**config.mk**
```make
export PLATFORM = sky130hd
export DESIGN_NAME = kbmatrix_emu
export DESIGN_NICKNAME = d
export VERILOG_FILES = /design/src/rtl/kbm_pkg.sv /design/src/rtl/kbm_prefix_fsm.sv /design/src/rtl/kbm_keymap.sv /design/src/rtl/kbm_matrix_store.sv /design/src/rtl/kbmatrix_emu.sv
export SDC_FILE = /design/constraint.sdc
export NUM_CORES = 1
export LEC_CHECK = 0
export ABC_AREA = 1
export ABC_CLOCK_PERIOD_IN_PS = 4400
export CAP_MARGIN = 20
export CORE_AREA = 2 2 105 107
export DETAILED_ROUTE_END_ITERATION = 7
export DIE_AREA = 0 0 107 109
export DONT_BUFFER_PORTS = 1
export REMOVE_ABC_BUFFERS = 1
export SYNTH_ARGS = -nofsm -noshare
export SYNTH_HDL_FRONTEND = slang
export SYNTH_SLANG_ARGS = --single-unit
```
**constraint.sdc**
```tcl
create_clock -name clk -period 4.4 [get_ports clk]
set_clock_uncertainty 0.05 [all_clocks]
set_input_delay 0.88 -clock clk [delete_from_list [all_inputs] [get_ports clk]]
set_output_delay 0.88 -clock clk [all_outputs]
set_load 0.01 [all_outputs]
```
**src/rtl/kbm_pkg.sv**
```systemverilog
// Shared constants and types for the key-matrix emulator.
// Assumes a host matrix of eight rows and five columns.
package kbm_pkg;
    localparam int KBM_ROWS    = 8;
    localparam int KBM_COLS    = 5;
    localparam int PAUSE_BYTES = 8;

    // One decoded key code with the prefix flags that applied to it.
    typedef struct packed {
        logic       valid;
        logic       release_key;
        logic       ext;
        logic [6:0] code;
    } key_evt_t;
endpackage

```
**src/rtl/kbm_prefix_fsm.sv**
```systemverilog
// Prefix decoder: tracks release/extended flags and skips the Pause
// sequence, and emits one key event per accepted key code.
// Assumes one byte per valid cycle; the event is combinational.
module kbm_prefix_fsm
    import kbm_pkg::*;
#(
    parameter int PAUSE_LEN = PAUSE_BYTES
) (
    input  logic       clk,
    input  logic       rst_n,
    input  logic       clear_all,
    input  logic       byte_valid,
    input  logic [7:0] byte_data,
    output key_evt_t   evt
);
    localparam int SKIP_W = $clog2(PAUSE_LEN);

    logic              rel_q;
    logic              ext_q;
    logic [SKIP_W-1:0] skip_q;
    logic              in_skip;

    assign in_skip = (skip_q != '0);

    // Build the key event from the current byte and pending flags.
    always_comb begin
        evt.valid       = byte_valid && !in_skip && !byte_data[7];
        evt.release_key = rel_q;
        evt.ext         = ext_q;
        evt.code        = byte_data[6:0];
    end

    // Update prefix flags and the Pause skip counter.
    always_ff @(posedge clk) begin
        if (!rst_n || clear_all) begin
            rel_q  <= 1'b0;
            ext_q  <= 1'b0;
            skip_q <= '0;
        end else if (byte_valid) begin
            if (in_skip) begin
                skip_q <= skip_q - 1'b1;
            end else if (!byte_data[7]) begin
                rel_q <= 1'b0;
                ext_q <= 1'b0;
            end else begin
                case (byte_data)
                    8'hF0:   rel_q <= 1'b1;
                    8'hE0:   ext_q <= 1'b1;
                    8'hE1: begin
                        rel_q  <= 1'b0;
                        ext_q  <= 1'b0;
                        skip_q <= SKIP_W'(PAUSE_LEN - 1);
                    end
                    default: begin
                        rel_q <= 1'b0;
                        ext_q <= 1'b0;
                    end
                endcase
            end
        end
    end

    // flags are gone after a key code is handled.
    p_flags_drop_r11: assert property (@(posedge clk) disable iff (!rst_n)
        (byte_valid && !in_skip && !byte_data[7] && !clear_all) |=> (!rel_q && !ext_q));

    // no key event escapes while a Pause skip is running.
    p_pause_quiet_r5: assert property (@(posedge clk) disable iff (!rst_n)
        in_skip |-> !evt.valid);

    // clear returns the decoder to idle.
    p_clear_idle_r10: assert property (@(posedge clk) disable iff (!rst_n)
        clear_all |=> (skip_q == '0 && !rel_q && !ext_q));
endmodule

```
**src/rtl/kbm_keymap.sv**
```systemverilog
// Combinational key-code to matrix-position lookup.
// Assumes the 8-row by 5-column host layout; hit is low for unmapped codes.
module kbm_keymap
    import kbm_pkg::*;
#(
    parameter int ROW_W = $clog2(KBM_ROWS),
    parameter int COL_W = $clog2(KBM_COLS)
) (
    input  logic             ext,
    input  logic [6:0]       code,
    output logic             hit,
    output logic [ROW_W-1:0] row,
    output logic [COL_W-1:0] col
);
    localparam int ENT_W = 1 + ROW_W + COL_W;

    logic [ENT_W-1:0] ent;

    function automatic logic [ENT_W-1:0] at(input int r, input int c);
        return {1'b1, ROW_W'(r), COL_W'(c)};
    endfunction

    // Look up {extended, code}; extended codes have bit 7 set.
    always_comb begin
        ent = '0;
        case ({ext, code})
            8'h12, 8'h59:        ent = at(0, 0);
            8'h1A:               ent = at(0, 1);
            8'h22:               ent = at(0, 2);
            8'h21:               ent = at(0, 3);
            8'h2A:               ent = at(0, 4);
            8'h1C:               ent = at(1, 0);
            8'h1B:               ent = at(1, 1);
            8'h23:               ent = at(1, 2);
            8'h2B:               ent = at(1, 3);
            8'h34:               ent = at(1, 4);
            8'h15:               ent = at(2, 0);
            8'h1D:               ent = at(2, 1);
            8'h24:               ent = at(2, 2);
            8'h2D:               ent = at(2, 3);
            8'h2C:               ent = at(2, 4);
            8'h16:               ent = at(3, 0);
            8'h1E, 8'h72:        ent = at(3, 1);
            8'h26:               ent = at(3, 2);
            8'h25, 8'h6B:        ent = at(3, 3);
            8'h2E, 8'hEB:        ent = at(3, 4);
            8'h45, 8'h70:        ent = at(4, 0);
            8'h46:               ent = at(4, 1);
            8'h3E, 8'h75, 8'hF4: ent = at(4, 2);
            8'h3D, 8'hF5:        ent = at(4, 3);
            8'h36, 8'h74, 8'hF2: ent = at(4, 4);
            8'h4D:               ent = at(5, 0);
            8'h44:               ent = at(5, 1);
            8'h43:               ent = at(5, 2);
            8'h3C:               ent = at(5, 3);
            8'h35:               ent = at(5, 4);
            8'h5A, 8'hDA:        ent = at(6, 0);
            8'h4B:               ent = at(6, 1);
            8'h42:               ent = at(6, 2);
            8'h3B:               ent = at(6, 3);
            8'h33:               ent = at(6, 4);
            8'h29:               ent = at(7, 0);
            8'h49:               ent = at(7, 1);
            8'h3A:               ent = at(7, 2);
            8'h31:               ent = at(7, 3);
            8'h32:               ent = at(7, 4);
            default:             ent = '0;
        endcase
    end

    assign {hit, row, col} = ent;
endmodule

```
**src/rtl/kbm_matrix_store.sv**
```systemverilog
// Key-state array with an active-low row-addressed scan port.
// Assumes at most one update per cycle; clear has priority over updates.
module kbm_matrix_store #(
    parameter int ROWS  = 8,
    parameter int COLS  = 5,
    parameter int ROW_W = $clog2(ROWS),
    parameter int COL_W = $clog2(COLS)
) (
    input  logic             clk,
    input  logic             rst_n,
    input  logic             clear_all,
    input  logic             upd,
    input  logic             press,
    input  logic [ROW_W-1:0] row_idx,
    input  logic [COL_W-1:0] col_idx,
    input  logic [ROWS-1:0]  row_sel_n,
    output logic [COLS-1:0]  col_out_n
);
    logic [ROWS-1:0][COLS-1:0] pressed;

    // Set or clear one key bit per event; reset and clear release all.
    always_ff @(posedge clk) begin
        if (!rst_n || clear_all) begin
            pressed <= '0;
        end else if (upd && (int'(row_idx) < ROWS) && (int'(col_idx) < COLS)) begin
            pressed[row_idx][col_idx] <= press;
        end
    end

    // One active-low sense line per column, pulled low by any selected pressed key.
    for (genvar c = 0; c < COLS; c++) begin : g_col
        always_comb begin
            col_out_n[c] = 1'b1;
            for (int r = 0; r < ROWS; r++) begin
                if (!row_sel_n[r] && pressed[r][c]) col_out_n[c] = 1'b0;
            end
        end
    end

    // clear leaves the array empty.
    p_clear_empty_r10: assert property (@(posedge clk) disable iff (!rst_n)
        clear_all |=> (pressed == '0));

    // a press event lands in its addressed bit.
    p_press_lands_r2: assert property (@(posedge clk) disable iff (!rst_n)
        (upd && press && !clear_all) |=> pressed[$past(row_idx)][$past(col_idx)]);

    // with no event and no clear, the array holds its state.
    p_hold_r7: assert property (@(posedge clk) disable iff (!rst_n)
        (!upd && !clear_all) |=> $stable(pressed));

    // with no row selected, every column reads released.
    p_idle_scan_r9: assert property (@(posedge clk) disable iff (!rst_n)
        (&row_sel_n) |-> (&col_out_n));
endmodule

```
**src/rtl/kbmatrix_emu.sv**
```systemverilog
// Top level: prefix decoder, key map and key-state array in series.
// Assumes bytes come from a receiver that has already framed them.
module kbmatrix_emu
    import kbm_pkg::*;
#(
    parameter int ROWS = KBM_ROWS,
    parameter int COLS = KBM_COLS
) (
    input  logic            clk,
    input  logic            rst_n,
    input  logic            byte_valid,
    input  logic [7:0]      byte_data,
    input  logic            clear_all,
    input  logic [ROWS-1:0] row_sel_n,
    output logic [COLS-1:0] col_out_n
);
    localparam int ROW_W = $clog2(ROWS);
    localparam int COL_W = $clog2(COLS);

    key_evt_t         evt;
    logic             map_hit;
    logic [ROW_W-1:0] map_row;
    logic [COL_W-1:0] map_col;
    logic             upd;

    kbm_prefix_fsm u_prefix (
        .clk        (clk),
        .rst_n      (rst_n),
        .clear_all  (clear_all),
        .byte_valid (byte_valid),
        .byte_data  (byte_data),
        .evt        (evt)
    );

    kbm_keymap #(.ROW_W(ROW_W), .COL_W(COL_W)) u_map (
        .ext  (evt.ext),
        .code (evt.code),
        .hit  (map_hit),
        .row  (map_row),
        .col  (map_col)
    );

    // Only mapped key codes reach the array.
    assign upd = evt.valid && map_hit;

    kbm_matrix_store #(.ROWS(ROWS), .COLS(COLS)) u_store (
        .clk       (clk),
        .rst_n     (rst_n),
        .clear_all (clear_all),
        .upd       (upd),
        .press     (!evt.release_key),
        .row_idx   (map_row),
        .col_idx   (map_col),
        .row_sel_n (row_sel_n),
        .col_out_n (col_out_n)
    );
endmodule

```
# After elaboration in Yosys (flattened, before gate mapping)
# Cells that the tools add are included.
[op_classes] n_reduce_logical=74 n_eq_ne=56 n_bitwise=1 order_cmp=5 mux=53 addsub=1
[ops] cell="one-hot mux 7 bit (40 select lines)" count=1
[ops] cell="equality test 8 x 6 -> 1 bit, second input constant" count=23
[ops] cell="equality test 8 x 7 -> 1 bit, second input constant" count=15
[ops] cell="equality test 8 x 5 -> 1 bit, second input constant" count=8
[ops] cell="equality test 8 bit, second input constant" count=8
[ops] cell="logical AND 1 bit" count=46
[ops] cell="2-to-1 mux 1 bit" count=43
[ops] cell="bitwise mux 40 bit" count=1
[ops] cell="demux 5 bit (select 3 bit)" count=1
[ops] cell="OR reduction 2 bit" count=7
[ops] cell="zero test 1 bit" count=12
[ops] cell="2-to-1 mux 3 bit" count=3
[ops] cell="AND reduction 3 bit" count=3
[ops] cell="less-than comparator 3 x 4 -> 1 bit, second input constant" count=2
[ops] cell=">= comparator 3 x 1 -> 1 bit, second input constant" count=2
[ops] cell="OR reduction 3 bit" count=2
[ops] cell="2-to-1 mux 5 bit" count=1
[ops] cell="!= test 2 bit, second input constant" count=2
[ops] cell="one-hot mux 1 bit (2 select lines)" count=2
[ops] cell="nonzero test 2 bit" count=2
[ops] cell="demux 1 bit (select 3 bit)" count=1
[ops] cell="less-than comparator 3 bit, second input constant" count=1
[ops] cell="nonzero test 3 bit" count=1
[ops] cell="subtractor 3 x 1 -> 3 bit, second input constant" count=1
[ops] cell="other kinds (2)" count=2
[totals] in_bits=20 regBits=45 output_inout_bits=5

# Logic depth before layout (Yosys ltp)
# Gate-level depths: netlist of run 1.
[depth] ltp_word=10 mapped_depth=16

# Hierarchy
# Synthesis of run 1 repeated with hierarchy kept, for this count alone.
[hier_totals] cells_unflattened=585 area_unflattened_um2=3315.7
[by_module_without_submodules] module="kbm_matrix_store" n_inst=1 cells_per_inst=343 area_each_um2=2108.3 seq_area_each_um2=800.8
[by_module_without_submodules] module="kbm_keymap" n_inst=1 cells_per_inst=174 area_each_um2=753.2 seq_area_each_um2=0.0
[by_module_without_submodules] module="kbm_prefix_fsm" n_inst=1 cells_per_inst=65 area_each_um2=442.9 seq_area_each_um2=100.1
[by_module_without_submodules] module="kbmatrix_emu" n_inst=1 cells_per_inst=3 area_each_um2=11.3 seq_area_each_um2=0.0

# Least setup slack after synthesis of run 1
# Ideal clock, no wire load.
[synth_timing] kind="input to output" startpoint="input port row_sel_n[1]" endpoint="output port col_out_n[1]" setup_slack_ns=1.772 required_ns=3.470 arrival_ns=1.698 path_stages=6 path_cell_list="inv_1 nand2_1 nand3_1 a221oi_1 o21ai_0 a221oi_1"
[synth_via] elab_chain_len=9
[synth_lines] item="from (decl)" line="kbmatrix_emu.sv:14" rtl="input logic [ROWS-1:0] row_sel_n,"
[synth_lines] item="zero test 1 bit" line="kbm_matrix_store.sv:35" rtl="if (!row_sel_n[r] && pressed[r][c]) col_out_n[c] = 1'b0;"
[synth_lines] item="logical AND 1 bit" line="kbm_matrix_store.sv:35"
[synth_lines] item="2-to-1 mux 1 bit (7 in series)" line="kbm_matrix_store.sv:35"
[synth_lines] item="to (decl)" line="kbmatrix_emu.sv:15" rtl="output logic [COLS-1:0] col_out_n"
# No other way between the ends.

# Worst setup path after layout of run 1
# Ends and elaborated chain as after synthesis.

==> impl_metrics.tcl, run 1 <==
set metrics [dict create \
    grt_overflow_total 0 \
    clockBufferDepth 2 \
    reg2reg_from "u_prefix.ext_q" \
    finalSetupViolations 0 \
    die_y_um 109 \
    post-cts-setup-buffers 0 \
    final.setup.tns_ns 0 \
    initial_utilization 0.293 \
    synth_top_area_cell "dfxtp_1" \
    place_inst 671 \
    crit_fanout 5 \
    yosys.cell_count.top_type "nand2_1" \
    gp_congestion 0.912 \
    rows 38 \
    ys_seq_area_frac 0.290 \
    num_vias 3432 \
    fin_crit_sh 0.689 \
    arrival_ns 2.10 \
    rr_worst_depth 14 \
    die-area_mm2 0.0117 \
    ys_warn_count 0 \
    grt_pass1_wl_mm 16.7 \
    dpl-instance-area_mm2 0.00324 \
    htreeDepth 2 \
    track_usage 0.184 \
    max_cap_violations 0 \
    fin_area_mm2 0.00336 \
    num-fill-cells 1185 \
    via_per_inst 5.05 \
    stdcell_count 680 \
    ys_seq_elements 45 \
    dp_slack_ns 1.21 \
    cts_resized 0 \
    hold_buffers 0 \
    grt_max_degree 34 \
    setup.worst_path.end_class "output port" \
    powerDensity_mw_per_mm2 233 \
    core_mm2 0.0106 \
    synth_edf_count 0 \
    wirelength_mm 10.2 \
    timing.hold.ws_ns 0.415 \
    worst_slew_pin_slew_ns 0.626 \
    criticalPathCategory "input pin to output port" \
    die_width_um 107 \
    ys_top_cells_by_area "dfxtp_1, nand2_1, nor2_1, nand3_1, a21oi_1" \
    ys_async_sr_fraction 0 \
    worstHoldPathType "flip-flop to flip-flop" \
    area_growth_pct 8.34 \
    synth_commonest_cells "nand2_1, nor2_1, nand3_1" \
    avgSynthCellArea_um2 5.75 \
    io_pins 25 \
    synth.top_cell.area_share 0.290 \
    critPathRequiredTime_ns 3.47 \
    clk_latency_ns 0.30 \
    p_total_mw 0.784 \
    p_leak_nw 1.43 \
    post-dp-hpwl_mm 8.08 \
    grt_pass1_vias 3270 \
    wl_per_cell_um 15.0 \
    clkSinkCount 45 \
    maxSlewViolCount 0 \
    max_slew_margin 0.581 \
    grt_setup_unrepaired "false" \
    drive_gt1_frac 0.0870 \
    drt.antenna.violating_nets 0 \
    nets 561 \
    cts_tree "yes" \
    antenna_found_initial 0 \
    critPathLaunchType "input pin" \
    synth_cell_types 26 \
    netlist_instances 540 \
    drc 0 \
    max_stage_delay_ns 0.49 \
    outcome "finished, final reports clean" \
    hold_end "u_store.pressed[19]" \
    cts_made_buffers 5 \
    root_buffer "clkbuf_8" \
    dr.pass1.iters 5 \
    cpMostUsedCell "a221oi_1" \
    holdPathStages 2 \
    fmax_ghz 0.330 \
    dr.first_iter.drc_count 232 \
    syn-cell-area_mm2 0.00310 \
    ff2ff_setup_slack_ns 1.75 \
    crit_slowest_cell "a221oi_1" \
    crit_chain "inv_1 -> nand2_1 -> nand3_1 -> a221oi_1 -> o21ai_0 -> a221oi_1" \
    port_buffers 0 \
    period_needed_ns 3.03 \
    hold_start "u_store.pressed[19]" \
    fin_ws_ns 1.37 \
    antennaDiodeCount 0 \
    ir_drop_v 0.000108 \
    reg2reg_to "u_store.pressed[2]" \
    synth_flop_cell "dfxtp_1" \
    clk_pin_slew_ns 0.10 \
    final_core_util 0.317 \
    final-hold-violation-count 0 \
]
worst max path at each step:
| stage | start | to |
|---|---|---|
| global route | row_sel_n[1] | col_out_n[1] |
| CTS | row_sel_n[1] | col_out_n[1] |
| global placement | byte_data[2] | u_store.pressed[6] |
| finish | row_sel_n[1] | col_out_n[1] |
| detailed placement | byte_data[6] | u_store.pressed[2] |
| floorplan | byte_data[3] | u_store.pressed[15] |
layer usage:
metal	vias to the layer above	GRT usage	share of wire
met1	1547	0.225	0.43
met3	30	0.0299	0.045
li1	1728	-	-
met4	0	0.0946	0.044
met5	-	0	0
met2	127	0.312	0.48
where the power goes:
group / total [mW] / switching [mW] / internal (mW)
registers: 0.408 / 0.000280 / 0.407
clock network: 0.274 / 0.159 / 0.115
logic: 0.102 / 0.0778 / 0.0245
total: 0.784 / 0.237 / 0.547
cell families after synthesis:
family | Yosys count | share of synthesized area
flops | 45 | 0.290
simple gates | 340 | 0.464
buf+inv | 70 | 0.0907
compound gates | 83 | 0.147
fa+ha+maj | 2 | 0.00806
placed cells by master, fill, tap and decap left out, drive strengths merged:
master / n
nand3b: 1
nor2: 120
clkbuf: 5
clkinvlp: 1
nor3: 6
o211ai: 1
o2111ai: 2
a221oi: 7
ha: 2
a21oi: 36
clkinv: 1
o31ai: 1
inv: 58
nand3: 47
nand2: 161
a31oi: 1
buf: 5
dfxtp: 45
nand4: 5
o21ai: 35
sequential cells by signal, indices dropped and copies added, names as in the netlist:
signal / cells
u_prefix.skip_q: 3
u_prefix.rel_q: 1
u_store.pressed: 40
u_prefix.ext_q: 1
cell type report:
type / instances / area (um^2) / area share
Multi-Input combinational cell: 425 / 1920 / 0.571
Sequential cell: 45 / 901 / 0.268
Inverter: 57 / 214 / 0.0636
Tap cell: 140 / 175 / 0.0521
Clock buffer: 5 / 68.8 / 0.0205
Timing Repair Buffer: 5 / 57.6 / 0.0171
Clock inverter: 3 / 25.0 / 0.00744
critical path: cells and delay by family:
family	cells	cell delay [ns]
AOI/OAI and AO/OA	3	0.98
buffers and inverters	1	0.06
and+or+nand+nor	2	0.17
Power figures use the tool's default switching activity.
==> run 2: changes to the inputs <==
--- a/config.mk
+++ b/config.mk
@@ -6,7 +6,7 @@
 export NUM_CORES = 1
 export LEC_CHECK = 0
 export ABC_AREA = 1
-export ABC_CLOCK_PERIOD_IN_PS = 4400
+export ABC_CLOCK_PERIOD_IN_PS = 2950
 export CAP_MARGIN = 20
 export CORE_AREA = 2 2 105 107
 export DETAILED_ROUTE_END_ITERATION = 7
==> constraint.sdc (replaced) <==
create_clock -name clk -period 2.95 [get_ports clk]
set_clock_uncertainty 0.05 [all_clocks]
set_input_delay 0.59 -clock clk [delete_from_list [all_inputs] [get_ports clk]]
set_output_delay 0.59 -clock clk [all_outputs]
set_load 0.01 [all_outputs]
==> impl_metrics.tcl, run 2 (synthesized netlist as in run 1, its figures left out) <==
set metrics [dict create \
    htreeDepth 2 \
    hold_start "u_store.pressed[27]" \
    core_mm2 0.0106 \
    reg_top3 "u_store.pressed (40), u_prefix.skip_q (3)" \
    clockBufferDepth 2 \
    die_width_um 107 \
    via_per_inst 5.03 \
    p_total_mw 1.13 \
    dr.pass1.iters 5 \
    final_core_util 0.316 \
    rows 38 \
    outcome "finished, final reports clean" \
    critPathLaunchType "input pin" \
    max_cap_violations 0 \
    grt_setup_unrepaired "false" \
    num_vias 3418 \
    dpl-instance-area_mm2 0.00324 \
    track_usage 0.178 \
    final-hold-violation-count 0 \
    rr_worst_depth 14 \
    reg2reg_to "u_store.pressed[38]" \
    timing.hold.ws_ns 0.412 \
    antennaDiodeCount 0 \
    fin_crit_sh 0.826 \
    dr.first_iter.drc_count 225 \
    post-dp-hpwl_mm 7.90 \
    stdcell_count 680 \
    ff2ff_setup_slack_ns 0.68 \
    max_stage_delay_ns 0.45 \
    root_buffer "clkbuf_8" \
    hold_buffers 0 \
    cts_tree "yes" \
    clk_pin_slew_ns 0.08 \
    initial_utilization 0.293 \
    gr-usage-met1 0.206 \
    critPathBufInv 1 \
    clk_latency_ns 0.29 \
    crit_slowest_cell "a221oi_1" \
    largest_reg_flops 40 \
    maxSlewViolCount 0 \
    cpMostUsedCell "a221oi_1" \
    critPathTopFamily "compound AO/OA/AOI/OAI gates" \
    crit_fanout 5 \
    cts_made_buffers 5 \
    crit_chain "inv_1 -> nand2_1 -> nand3_1 -> a221oi_1 -> o21ai_0 -> a221oi_1" \
    fin_area_mm2 0.00335 \
    regMostFlops "u_store.pressed" \
    area_growth_pct 7.90 \
    finalSetupViolations 0 \
    grt_use_met2 0.323 \
    dp_slack_ns 0.463 \
    max_slew_margin 0.636 \
    ir_drop_v 0.000170 \
    arrival_ns 1.80 \
    worst_slew_pin_slew_ns 0.544 \
    reg2reg_from "u_prefix.ext_q" \
    place_inst 671 \
    criticalPathCategory "input pin to output port" \
    mostFrequentLayoutCell "nand2_1" \
    grt_overflow_total 0 \
    layout_common_cells "nand2_1, nor2_1, nand3_1" \
    antenna_found_initial 0 \
    num-fill-cells 1170 \
    powerDensity_mw_per_mm2 338 \
    clkSinkCount 45 \
    post-cts-setup-buffers 0 \
    grt-busiest-layer "met2" \
    setup.worst_path.end_class "output port" \
    grt_max_degree 34 \
    fin_ws_ns 0.512 \
    p_leak_nw 1.43 \
    drive_gt1_frac 0.0815 \
    period_needed_ns 2.44 \
    drc 0 \
    fmax_ghz 0.410 \
    critPathRequiredTime_ns 2.31 \
    multi_input_area_mm2 0.00192 \
    port_buffers 0 \
    hold_end "u_store.pressed[27]" \
    grt_pass1_vias 3255 \
    wl_per_cell_um 14.7 \
    die-area_mm2 0.0117 \
    wirelength_mm 9.96 \
    io_pins 25 \
    drt.antenna.violating_nets 0 \
    cts_resized 0 \
    register_area_um2 901 \
    grt_pass1_wl_mm 16.3 \
    worstHoldPathType "flip-flop to flip-flop" \
    use_met3 0.0347 \
    die_y_um 109 \
    nets 561 \
    final.setup.tns_ns 0 \
    holdPathStages 2 \
    gp_congestion 0.980 \
]
[run 2: cell count changes in the layout (fill, tap and decap cells not counted), sizes merged]
cell	delta
clkbuf	+3
clkinv	-1
clkinvlp	-1
inv	-1
[run 2: worst max path at each step]
stage,startpoint,end,slack [ns],depth (start not counted)
2_1_floorplan,byte_data[3],u_store.pressed[15],0.20,12
3_3_place_gp,row_sel_n[2],col_out_n[2],0.47,6
3_5_place_dp,row_sel_n[2],col_out_n[2],0.46,6
4_1_cts,row_sel_n[2],col_out_n[2],0.46,6
5_1_grt,row_sel_n[2],col_out_n[2],0.32,6
6_report,row_sel_n[2],col_out_n[2],0.51,6
[run 2: worst register-to-register path: stages, from the launching register on]
cell     delay, ns
dfxtp_1       0.42
inv_2         0.07
nand2_1       0.14
nor2_1        0.12
nand2_1       0.08
nand2_1       0.08
nor2_4        0.13
nand2_1       0.09
nor2_2        0.17
nand2_1       0.10
o21ai_1       0.13
buf_4         0.30
nor2_1        0.07
o21ai_0       0.15
nor2_1        0.06
[run 2: layer usage]
metal	part of all wire	up-vias
li1	-	1731
met1	0.43	1573
met2	0.49	91
met3	0.054	23
met4	0.029	0
met5	0	-
[run 2: final cells by class]
class,count,area share
well taps,140,0.0523
flip-flops and latches,45,0.269
multi-input cells,425,0.574
clock buffers,8,0.0239
repair buffers,5,0.0172
inverters,57,0.0639
[run 2: report_power, final]
group	internal (mW)	switching, mW	leakage (nW)	total [mW]
clock	0.169	0.201	0.0395	0.369
combinational	0.0366	0.118	1.02	0.155
sequential	0.607	0.000387	0.362	0.608
total	0.813	0.319	1.43	1.13
